==> config.mk <==
export PLATFORM = sky130hd
export DESIGN_NAME = pwr_fail_restart
export DESIGN_NICKNAME = d
export VERILOG_FILES = /design/src/rtl/pfp_pkg.sv /design/src/rtl/pfp_edge_sampler.sv /design/src/rtl/pfp_status_regs.sv /design/src/rtl/pfp_restart_fsm.sv /design/src/rtl/pwr_fail_restart.sv
export SDC_FILE = /design/constraint.sdc
export NUM_CORES = 1
export LEC_CHECK = 0
export CORE_MARGIN = 2
export CORE_UTILIZATION = 42
export CTS_CLUSTER_SIZE = 12
export DETAILED_ROUTE_END_ITERATION = 6
export PLACE_DENSITY = 0.75
export SLEW_MARGIN = 20
export SYNTH_ARGS = -nofsm -noshare
export SYNTH_HDL_FRONTEND = slang
export SYNTH_SLANG_ARGS = --single-unit
==> constraint.sdc <==
create_clock -name clk -period 1.5 [get_ports clk]
set_clock_uncertainty 0.15 [all_clocks]
set_input_delay 0.15 -clock clk [delete_from_list [all_inputs] [get_ports clk]]
set_output_delay 0.15 -clock clk [all_outputs]
set_load 0.01 [all_outputs]
==> src/rtl/pfp_pkg.sv <==
package pfp_pkg;
  localparam logic [2:0] SLP_S0 = 3'd0;
  localparam logic [2:0] SLP_S1 = 3'd1;
  localparam logic [2:0] SLP_S4 = 3'd4;
  localparam logic [2:0] SLP_S5 = 3'd5;
  localparam logic [2:0] SLP_G3 = 3'd7;

  typedef enum logic [1:0] {
    TGT_S0 = 2'b00,
    TGT_S5 = 2'b01,
    TGT_S4 = 2'b10
  } tgt_e;

  typedef enum logic [1:0] {
    ST_UP     = 2'd0,
    ST_DOWN   = 2'd1,
    ST_SETTLE = 2'd2
  } rst_fsm_e;

  localparam logic ADDR_PG   = 1'b0;
  localparam logic ADDR_WELL = 1'b1;
  localparam int   BIT_PGF   = 0;
  localparam int   BIT_POL   = 0;
  localparam int   BIT_TRK   = 1;
  localparam int   BIT_RTS   = 2;
endpackage

==> src/rtl/pfp_edge_sampler.sv <==
module pfp_edge_sampler #(
  parameter int W = 2
) (
  input  logic         clk,
  input  logic         rst_n,
  input  logic [W-1:0] d,
  output logic [W-1:0] fall
);
  logic [W-1:0] q_r;

  for (genvar i = 0; i < W; i++) begin : g_bit
    always_ff @(posedge clk or negedge rst_n) begin
      if (!rst_n) q_r[i] <= 1'b0;
      else        q_r[i] <= d[i];
    end
    assign fall[i] = q_r[i] & ~d[i];
  end
endmodule

==> src/rtl/pfp_status_regs.sv <==
module pfp_status_regs
  import pfp_pkg::*;
#(
  parameter int DATA_W = 8
) (
  input  logic              clk,
  input  logic              rst_n,
  input  logic              pg_fall,
  input  logic              rsm_fall,
  input  logic              rtc_rst_n,
  input  logic [2:0]        sleep_st,
  input  logic              sys_rst_wr,
  input  logic              reg_wr,
  input  logic              reg_addr,
  input  logic [DATA_W-1:0] reg_wdata,
  output logic              policy,
  output logic [DATA_W-1:0] reg_rdata
);
  logic pgf_q, pgf_d, trk_q, trk_d, rts_q, rts_d, pol_q, pol_d;
  logic wr_pg, wr_well, pgf_set;

  always_comb begin
    wr_pg   = reg_wr && (reg_addr == ADDR_PG);
    wr_well = reg_wr && (reg_addr == ADDR_WELL);
    pgf_set = pg_fall && (sleep_st == SLP_S0 || sleep_st == SLP_S1);

    pgf_d = pgf_q;
    if (pgf_set) pgf_d = 1'b1;
    else if ((wr_pg && reg_wdata[BIT_PGF]) || sleep_st == SLP_G3) pgf_d = 1'b0;

    trk_d = trk_q;
    if (!rtc_rst_n) trk_d = 1'b0;
    else if (rsm_fall) trk_d = 1'b1;
    else if (wr_well && reg_wdata[BIT_TRK]) trk_d = 1'b0;

    rts_d = rts_q;
    if (!rtc_rst_n) rts_d = 1'b1;
    else if (wr_well && !reg_wdata[BIT_RTS]) rts_d = 1'b0;

    pol_d = pol_q;
    if (!rtc_rst_n || sys_rst_wr) pol_d = 1'b0;
    else if (wr_well) pol_d = reg_wdata[BIT_POL];
  end

  always_ff @(posedge clk or negedge rst_n) begin
    if (!rst_n) begin
      pgf_q <= 1'b0;
      trk_q <= 1'b0;
      rts_q <= 1'b0;
      pol_q <= 1'b0;
    end else begin
      pgf_q <= pgf_d;
      trk_q <= trk_d;
      rts_q <= rts_d;
      pol_q <= pol_d;
    end
  end

  always_comb begin
    reg_rdata = '0;
    if (reg_addr == ADDR_PG) begin
      reg_rdata[BIT_PGF] = pgf_q;
    end else begin
      reg_rdata[BIT_RTS] = rts_q;
      reg_rdata[BIT_TRK] = trk_q;
      reg_rdata[BIT_POL] = pol_q;
    end
  end

  assign policy = pol_q;

  p_pgf_set_r2: assert property (@(posedge clk) disable iff (!rst_n)
    pgf_set |=> pgf_q);
  p_pgf_g3_r3: assert property (@(posedge clk) disable iff (!rst_n)
    (sleep_st == SLP_G3) |=> !pgf_q);
  p_trk_hold_r4: assert property (@(posedge clk) disable iff (!rst_n)
    (trk_q && rtc_rst_n && !(wr_well && reg_wdata[BIT_TRK])) |=> trk_q);
  p_rts_set_r5: assert property (@(posedge clk) disable iff (!rst_n)
    !rtc_rst_n |=> rts_q);
  p_pol_clr_r6: assert property (@(posedge clk) disable iff (!rst_n)
    (!rtc_rst_n || sys_rst_wr) |=> !pol_q);
  p_set_wins_r7: assert property (@(posedge clk) disable iff (!rst_n)
    (rsm_fall && rtc_rst_n) |=> trk_q);
endmodule

==> src/rtl/pfp_restart_fsm.sv <==
module pfp_restart_fsm
  import pfp_pkg::*;
#(
  parameter int STABLE_CYC = 4
) (
  input  logic       clk,
  input  logic       rst_n,
  input  logic       pwr_good,
  input  logic       pg_fall,
  input  logic       rsm_rst_n,
  input  logic [2:0] sleep_st,
  input  logic       policy,
  output logic       restart_vld,
  output logic [1:0] restart_tgt
);
  localparam int CNT_W = $clog2(STABLE_CYC + 1);

  rst_fsm_e   state_q, state_d;
  logic [CNT_W-1:0] cnt_q, cnt_d;
  logic [2:0] lat_q, lat_d;
  logic       full_q, full_d, vld_q, vld_d;
  tgt_e       tgt_q, tgt_d, pick;

  always_comb begin
    if (!full_q || !policy)   pick = TGT_S0;
    else if (lat_q == SLP_S4) pick = TGT_S4;
    else                      pick = TGT_S5;
  end

  always_comb begin
    state_d = state_q;
    cnt_d   = cnt_q;
    lat_d   = lat_q;
    full_d  = full_q;
    vld_d   = 1'b0;
    tgt_d   = TGT_S0;
    unique case (state_q)
      ST_UP: if (pg_fall) begin
        state_d = ST_DOWN;
        lat_d   = sleep_st;
        full_d  = !rsm_rst_n;
      end
      ST_DOWN: begin
        full_d = full_q | !rsm_rst_n;
        if (pwr_good) begin
          state_d = ST_SETTLE;
          cnt_d   = CNT_W'(1);
        end
      end
      ST_SETTLE: begin
        if (!pwr_good) begin
          state_d = ST_DOWN;
          full_d  = full_q | !rsm_rst_n;
        end else if (cnt_q == CNT_W'(STABLE_CYC)) begin
          state_d = ST_UP;
          vld_d   = 1'b1;
          tgt_d   = pick;
        end else begin
          cnt_d = cnt_q + CNT_W'(1);
        end
      end
      default: state_d = ST_UP;
    endcase
  end

  always_ff @(posedge clk or negedge rst_n) begin
    if (!rst_n) begin
      state_q <= ST_UP;
      cnt_q   <= '0;
      lat_q   <= SLP_S0;
      full_q  <= 1'b0;
      vld_q   <= 1'b0;
      tgt_q   <= TGT_S0;
    end else begin
      state_q <= state_d;
      cnt_q   <= cnt_d;
      lat_q   <= lat_d;
      full_q  <= full_d;
      vld_q   <= vld_d;
      tgt_q   <= tgt_d;
    end
  end

  assign restart_vld = vld_q;
  assign restart_tgt = tgt_q;

  p_pulse_once_r11: assert property (@(posedge clk) disable iff (!rst_n)
    restart_vld |=> !restart_vld);
  p_tgt_idle_r11: assert property (@(posedge clk) disable iff (!rst_n)
    !restart_vld |-> (restart_tgt == TGT_S0));
  p_no_pulse_low_r11: assert property (@(posedge clk) disable iff (!rst_n)
    !pwr_good |=> !restart_vld);
  p_glitch_s0_r8: assert property (@(posedge clk) disable iff (!rst_n)
    (state_q != ST_UP && !full_q && rsm_rst_n) |=> (restart_tgt == TGT_S0));
  p_s4_needs_pol_r10: assert property (@(posedge clk) disable iff (!rst_n)
    (restart_vld && restart_tgt == TGT_S4) |-> policy);
endmodule

==> src/rtl/pwr_fail_restart.sv <==
module pwr_fail_restart
  import pfp_pkg::*;
#(
  parameter int DATA_W     = 8,
  parameter int STABLE_CYC = 4
) (
  input  logic              clk,
  input  logic              rst_n,
  input  logic              pwr_good,
  input  logic              rsm_rst_n,
  input  logic              rtc_rst_n,
  input  logic [2:0]        sleep_st,
  input  logic              sys_rst_wr,
  input  logic              reg_wr,
  input  logic              reg_addr,
  input  logic [DATA_W-1:0] reg_wdata,
  output logic [DATA_W-1:0] reg_rdata,
  output logic              restart_vld,
  output logic [1:0]        restart_tgt
);
  localparam int N_SAMP = 2;

  logic [N_SAMP-1:0] falls;
  logic              policy;

  pfp_edge_sampler #(.W(N_SAMP)) u_samp (
    .clk  (clk),
    .rst_n(rst_n),
    .d    ({rsm_rst_n, pwr_good}),
    .fall (falls)
  );

  pfp_status_regs #(.DATA_W(DATA_W)) u_regs (
    .clk       (clk),
    .rst_n     (rst_n),
    .pg_fall   (falls[0]),
    .rsm_fall  (falls[1]),
    .rtc_rst_n (rtc_rst_n),
    .sleep_st  (sleep_st),
    .sys_rst_wr(sys_rst_wr),
    .reg_wr    (reg_wr),
    .reg_addr  (reg_addr),
    .reg_wdata (reg_wdata),
    .policy    (policy),
    .reg_rdata (reg_rdata)
  );

  pfp_restart_fsm #(.STABLE_CYC(STABLE_CYC)) u_fsm (
    .clk        (clk),
    .rst_n      (rst_n),
    .pwr_good   (pwr_good),
    .pg_fall    (falls[0]),
    .rsm_rst_n  (rsm_rst_n),
    .sleep_st   (sleep_st),
    .policy     (policy),
    .restart_vld(restart_vld),
    .restart_tgt(restart_tgt)
  );
endmodule

==> summary.txt, run 1 <==
Status
  • Status: finished, violations left
  • Failing checks: setup timing

Floorplanning
  • Die height: 54.06 um
  • Initial Util: between 40% and 50%
  • Core area: 0.002432 mm2
  • Die Span X: ~54 um
  • IO Count: 30
  • Row count: 18
  • Die ar.: 0.002922 mm2

Global routing
  • Vias in the first global route: 842
  • Aggregate global routing overflow: 0
  • Initial antenna violation count: 0
  • All-layer global routing usage: 16.74%
  • Largest net degree at the start of global routing: 19
  • Global-route wire length before repair: 3505 um

Flow run
  • Maxcap violations: 0

Synthesis
  • Cells after Synth: around 100
  • Async set-reset flop share out of synthesis: 100.0%
  • Syn_area_per_cell: 10.42 um2
  • #FFs+latches synth: 18
  • Post-Syn Area: 0.001052 mm2
  • Post-synth EDFFs: 0
  • Synthesis warning total: 0
  • Seq/Total Area, Yosys: 42.81%
  • Yosys cell types: between 40 and 50
  • Dominant synthesized flop cell: dfrtp_1

Layout
  • ANT cells: 0
  • Commonest non-fill, non-tap cell in the layout: dfrtp_1
  • Fraction of layout cells with a size suffix above 1: 32.59%
  • Nets@finish: 161
  • # fillers: 188
  • Synth-to-Final Area Change: 42.69%
  • Final core occ: 61.73%
  • Most frequent cells in the layout: 16 x dfrtp_1, 14 x buf_4, 13 x clkdlybuf4s50_1

Timing
  • RSZ-0062 raised after global routing: true
  • Final setup margin: -0.02828 ns
  • Tmin final: ~1.5 ns
  • Final setup TNS: -0.06337 ns
  • Final Hold Vio Count: 0
  • Peak Freq: 654.3 MHz
  • Slew Viols, Final: 0
  • Final Setup Violations: 3
  • Fin crit share: 101.9%

CTS
  • CTS Hold Bufs: 0
  • CTS buffer count: 3
  • TritonCTS clock tree: done
  • Clock sink count: 18
  • CTS root buf: clkbuf_4
  • H-tree depth: 1
  • Max clock buf depth: 2
  • Worst-skew pair later-pin latency: 0.30 ns
  • CTS clock-pin slew for the worst setup and hold paths: between 0.1 and 0.15 ns

Detailed routing
  • DR iter-0 viols: 12
  • Via Count: around 850
  • Drt drc: 0
  • WL final: 2433 um
  • Antenna Violating Nets Remaining: 0
  • Drt via density: between 5 and 6
  • Avg WL per Cell: 14.75 um
  • Detailed Routing Iterations Pass 1: 4

Worst setup path
  • CP Cell Sequence: inv_4 > ha_4 > buf_6 > nand3b_4 > mux2_4
  • Flop-to-flop setup slack: -0.03 ns
  • Worst Reg-to-Reg Cells: 5
  • Crit path max fanout: 6
  • FF-to-FF End: u_fsm.lat_q[0]$_DFFE_PN0P_
  • Slowest Stage Delay on Critical Path: between 0.4 and 0.5 ns
  • Required time worst endpoint: 1.55 ns
  • R2R Path Start: u_fsm.state_q[0]$_DFFE_PN0P_
  • Slowest stage cell, crit path: dfrtp_2
  • Worst Path Class, Setup: reg2reg
  • CP arrival: 1.58 ns
  • Setup crit end kind: register
  • Startpoint types: register

Placed design
  • PortBufs: 19
  • Pre-CTS setup slack: -0.2400 ns
  • Routability cong.: 0.7415
  • Placed wire-length estimate: 1680 um

Power and ir drop
  • Cell internal pwr: 0.001435 W
  • VDD IR max: 1.164 mV
  • Register share of total power: 32.2%
  • Clock share of power: 13.4%
  • Final Power: 0.002306 W
  • Sw Share: 37.76%
  • Power Dens Cells: 1536 mW/mm2
  • Switching Power: 0.0008708 W
  • Share of power burned in combinational logic: 54.4%
  • Leak pwr: 0.7087 nW

Min path
  • Hold WC Path Type: in2async
[critical path: cells and delay by family, from the launching register on]
| family | cells | cell delay [ns] |
|---|---|---|
| multiplexers | 1 | 0.31 |
| AND/OR/NAND/NOR | 1 | 0.09 |
| adder cells (fa/ha/maj) | 1 | 0.18 |
| buffers and inverters | 2 | 0.23 |
| flip-flops | 1 | 0.47 |
[power groups by stage]
stage	Clock [W]	Combinational, W	Sequential (W)
after global placement	0	0.000810	0.000708
after CTS	0.000318	0.000872	0.000710
after global routing	0.000343	0.00137	0.000757
after floorplan	0	0.000625	0.000703
final	0.000310	0.00125	0.000742
after detailed placement	0	0.000846	0.000724
[registers in the layout (all words and copies together) (netlist names)]
name               count
u_fsm.restart_tgt      2
u_samp.q_r             2
u_fsm.cnt_q            3
u_regs.trk_q           1
u_regs.pgf_q           1
u_fsm.full_q           1
u_regs.policy          1
u_fsm.restart_vld      1
u_regs.rts_q           1
u_fsm.state_q          2
u_fsm.lat_q            3
[kinds of logic (layout without fill, tap and decap cells)]
group,after synthesis,in the layout,synth area share (%)
other cells,1,5,0.3564
simple gates,37,37,22.35
mux,6,6,6.064
fa+ha+maj,6,6,7.134
buf+inv,14,44,8.323
compound gates,19,19,12.96
flops,18,18,42.81
[metal layers]
metal	GRT usage (%)	wire, um	part of all wire, %
met1	17.92	1004	41
met5	0	0	0
met4	5.000	19	0.78
met2	31.91	1334	55
met3	4.167	75	3.1
[cell usage after synthesis, types with 3 or more instances]
| cell type | n | area share, % |
|---|---|---|
| mux2i_1 | 3 | 2.9 |
| dfrtp_1 | 18 | 43 |
| buf_4 | 5 | 3.6 |
| ha_1 | 6 | 7.1 |
| nor2_1 | 3 | 1.1 |
| a21oi_1 | 3 | 1.4 |
| nor2b_1 | 3 | 1.8 |
| nand2_1 | 10 | 3.6 |
| o21ai_0 | 4 | 1.9 |
| inv_1 | 6 | 2.1 |
| nand3_1 | 3 | 1.4 |
[worst max path at each step]
stage                     depth (start not counted)  slack (ns)                         start                      endpoint
after floorplan                                   6        0.02  u_fsm.state_q[0]$_DFFE_PN0P_  u_fsm.state_q[0]$_DFFE_PN0P_
after global placement                            3       -0.24                      reg_addr                  reg_rdata[0]
after detailed placement                          3       -0.24                      reg_addr                  reg_rdata[0]
after CTS                                         4       -0.04  u_fsm.state_q[0]$_DFFE_PN0P_    u_fsm.lat_q[0]$_DFFE_PN0P_
after global routing                              5       -0.07  u_fsm.state_q[0]$_DFFE_PN0P_  u_fsm.state_q[0]$_DFFE_PN0P_
final                                             5       -0.03  u_fsm.state_q[0]$_DFFE_PN0P_    u_fsm.lat_q[0]$_DFFE_PN0P_
[cell type report]
class / instances / area, um2 / area share, %
clock buffers: 4 / 36.28 / 2.417
inverters: 6 / 27.53 / 1.833
multi-input cells: 73 / 638.1 / 42.50
flip-flops and latches: 18 / 452.9 / 30.17
well taps: 30 / 37.54 / 2.500
repair buffers: 34 / 309.0 / 20.58
[stage by stage]
step                      std cells  hold WS [ns]  area (um2)
after floorplan                 105       -0.2956        1085
after global placement          156        0.3118        1323
after detailed placement        156        0.3427        1323
after CTS                       161       0.01470        1369
after global routing            165       0.02760        1501
final                           165       0.01324        1501
[repair_timing]
action	in CTS	in global routing
endpoints found under the hold margin	0	0
gates resized for setup	6	28
setup buffers	1	4
setup endpoints to repair	8	15
pin swaps	0	4
(Power assumes the default switching activity.)
==> run 2: changes to the inputs <==
- CORE_ASPECT_RATIO: not set -> 1.25
==> summary.txt, run 2 (synthesis gave the netlist of run 1 again) <==
Worst setup path
  • Setup crit end kind: register
  • CP Cell Sequence: inv_2 > ha_4 > nor2b_4 > o311ai_2 > nand4_1
  • Worst Path Class, Setup: reg2reg
  • Flop-to-flop setup slack: 0.01 ns
  • R2R Path Start: u_fsm.state_q[0]$_DFFE_PN0P_
  • Slowest Stage Delay on Critical Path: ~0.43 ns
  • Slowest stage cell, crit path: dfrtp_1
  • Required time worst endpoint: between 1.5 and 2 ns
  • Startpoint types: register
  • Crit path max fanout: 6
  • CP startpoint: u_fsm.state_q[0]$_DFFE_PN0P_
  • Worst Reg-to-Reg Cells: 5
  • CP arrival: 1.50 ns

Global routing
  • Largest net degree at the start of global routing: 19
  • All-layer global routing usage: 16.76%
  • Vias in the first global route: 903
  • Aggregate global routing overflow: 0
  • Global-route wire length before repair: 3760 um
  • Met2 Track Usage GR: between 30% and 40%
  • Met3 Use GR: 2.750%
  • Met1 Track Usage GR: 16.56%
  • GR peak layer: met2
  • Initial antenna violation count: 0

Detailed routing
  • Antenna Violating Nets Remaining: 0
  • Drt via density: ~5.3
  • DR iter-0 viols: 12
  • Drt drc: 0
  • WL final: 2356 um
  • Avg WL per Cell: 14.02 um
  • Via Count: 898
  • Detailed Routing Iterations Pass 1: 4

CTS
  • Clock sink count: 18
  • Worst-skew pair later-pin latency: 0.29 ns
  • CTS clock-pin slew for the worst setup and hold paths: 0.11 ns
  • CTS Hold Bufs: 0
  • CTS buffer count: 3
  • Max clock buf depth: 2
  • TritonCTS clock tree: done
  • CTS root buf: clkbuf_4
  • H-tree depth: 1

Placed design
  • Placed wire-length estimate: approximately 1700 um
  • Pre-CTS setup slack: -0.2694 ns
  • PortBufs: 19
  • Routability cong.: between 0.8 and 0.9

Power and ir drop
  • Share of power burned in combinational logic: a little over half
  • VDD IR max: 0.9189 mV
  • Register share of total power: 33.4%
  • Power Dens Cells: between 1000 and 1500 mW/mm2
  • Clock share of power: 13.4%
  • Cell internal pwr: 0.001372 W
  • Leak pwr: 0.7048 nW
  • Sw Share: 37.68%
  • Switching Power: 0.0008295 W
  • Final Power: 0.002201 W

Timing
  • Final Hold Vio Count: 0
  • Tmin final: between 1 and 1.5 ns
  • Final setup margin: 0.01071 ns
  • Slew Viols, Final: 0
  • RSZ-0062 raised after global routing: true
  • Final hold slack: 0.03854 ns
  • Fin crit share: between 90% and 100%
  • Peak Freq: 671.5 MHz
  • Final Setup Violations: 0

Layout
  • Final core occ: 62.34%
  • Commonest non-fill, non-tap cell in the layout: dfrtp_1
  • Nets@finish: 161
  • Fraction of layout cells with a size suffix above 1: 31.11%
  • ANT cells: 0
  • Most frequent cells in the layout: 17 x dfrtp_1, 14 x buf_4, 13 x clkdlybuf4s50_1
  • # fillers: ~200
  • Biggest regs: u_fsm.cnt_q: 3 flops, u_fsm.lat_q: 3 flops
  • Synth-to-Final Area Change: 42.33%

Flow run
  • Maxcap violations: 0

Floorplanning
  • IO Count: 30
  • Die Span X: between 40 and 50 um
  • Initial Util: 43.80%
  • Die ar.: 0.002924 mm2
  • Die height: 59.96 um
  • Row count: 20
  • Core area: 0.002402 mm2

Status
  • Status: completed

Min path
  • Hold WC Path Type: in2async
run 2: changes by cell type in the layout (fill, tap and decap cells not counted), moves of 2 or more:
| cell | before | now |
|---|---|---|
| dlygate4sd2_1 | 0 | 3 |
| clkdlybuf4s15_1 | 2 | 0 |
| mux2_1 | 0 | 2 |
| mux2_4 | 2 | 0 |
| nand2_2 | 3 | 1 |
run 2: worst paths after layout:
check,to
worst max-delay path,u_fsm.state_q[0]$_DFFE_PN0P_
worst min-delay path,u_fsm.restart_tgt[1]$_DFF_PN0_
worst max register to register,u_fsm.state_q[0]$_DFFE_PN0P_
worst min register to register,u_fsm.lat_q[2]$_DFFE_PN0P_
max in group asynchronous,u_fsm.state_q[1]$_DFFE_PN0P_
min in group clk,u_samp.q_r[1]$_DFF_PN0_
run 2: per-stage QoR:
stage / std cells / TNS, ns / instance area, um2
4_1_cts: 165 / -0.05503 / 1398
3_5_place_dp: 158 / -0.9342 / 1319
3_3_place_gp: 158 / -0.7072 / 1319
5_1_grt: 168 / -0.05965 / 1498
6_report: 168 / 0 / 1498
2_1_floorplan: 105 / 0 / 1085
run 2: what timing repair did:
| action | in CTS | in global routing |
|---|---|---|
| setup endpoints to repair | 10 | 14 |
| gates resized for setup | 11 | 19 |
| setup buffers | 3 | 3 |
| pin swaps | 0 | 6 |
run 2: cell type report:
type	instances	area [um2]	area share, %
Clock buffer	4	36.28	2.423
Inverter	6	25.02	1.671
Sequential cell	18	451.7	30.16
Timing Repair Buffer	34	302.8	20.22
Tap cell	33	41.29	2.757
Multi-Input combinational cell	73	640.6	42.77
run 2: metal layers:
metal / share of wire (%) / vias to the layer above
met5: 0 / -
met4: 2.7 / 0
met3: 3.2 / 6
met2: 54 / 26
met1: 40 / 450
li1: - / 416
run 2: worst max-delay path: cells and delay by family (launching register included):
kind	cells	cell delay [ns]
AO/OA/AOI/OAI	1	0.22
adder cells (fa/ha/maj)	1	0.20
flip-flops	1	0.43
AND/OR/NAND/NOR	2	0.28
buffers and inverters	1	0.09
run 2: power groups by stage:
stage	Clock (W)	Combinational [W]	Sequential [W]
floorplan	0	0.000625	0.000703
global placement	0	0.000787	0.000715
detailed placement	0	0.000826	0.000728
CTS	0.000301	0.000963	0.000708
global route	0.000324	0.00125	0.000754
finish	0.000295	0.00117	0.000736
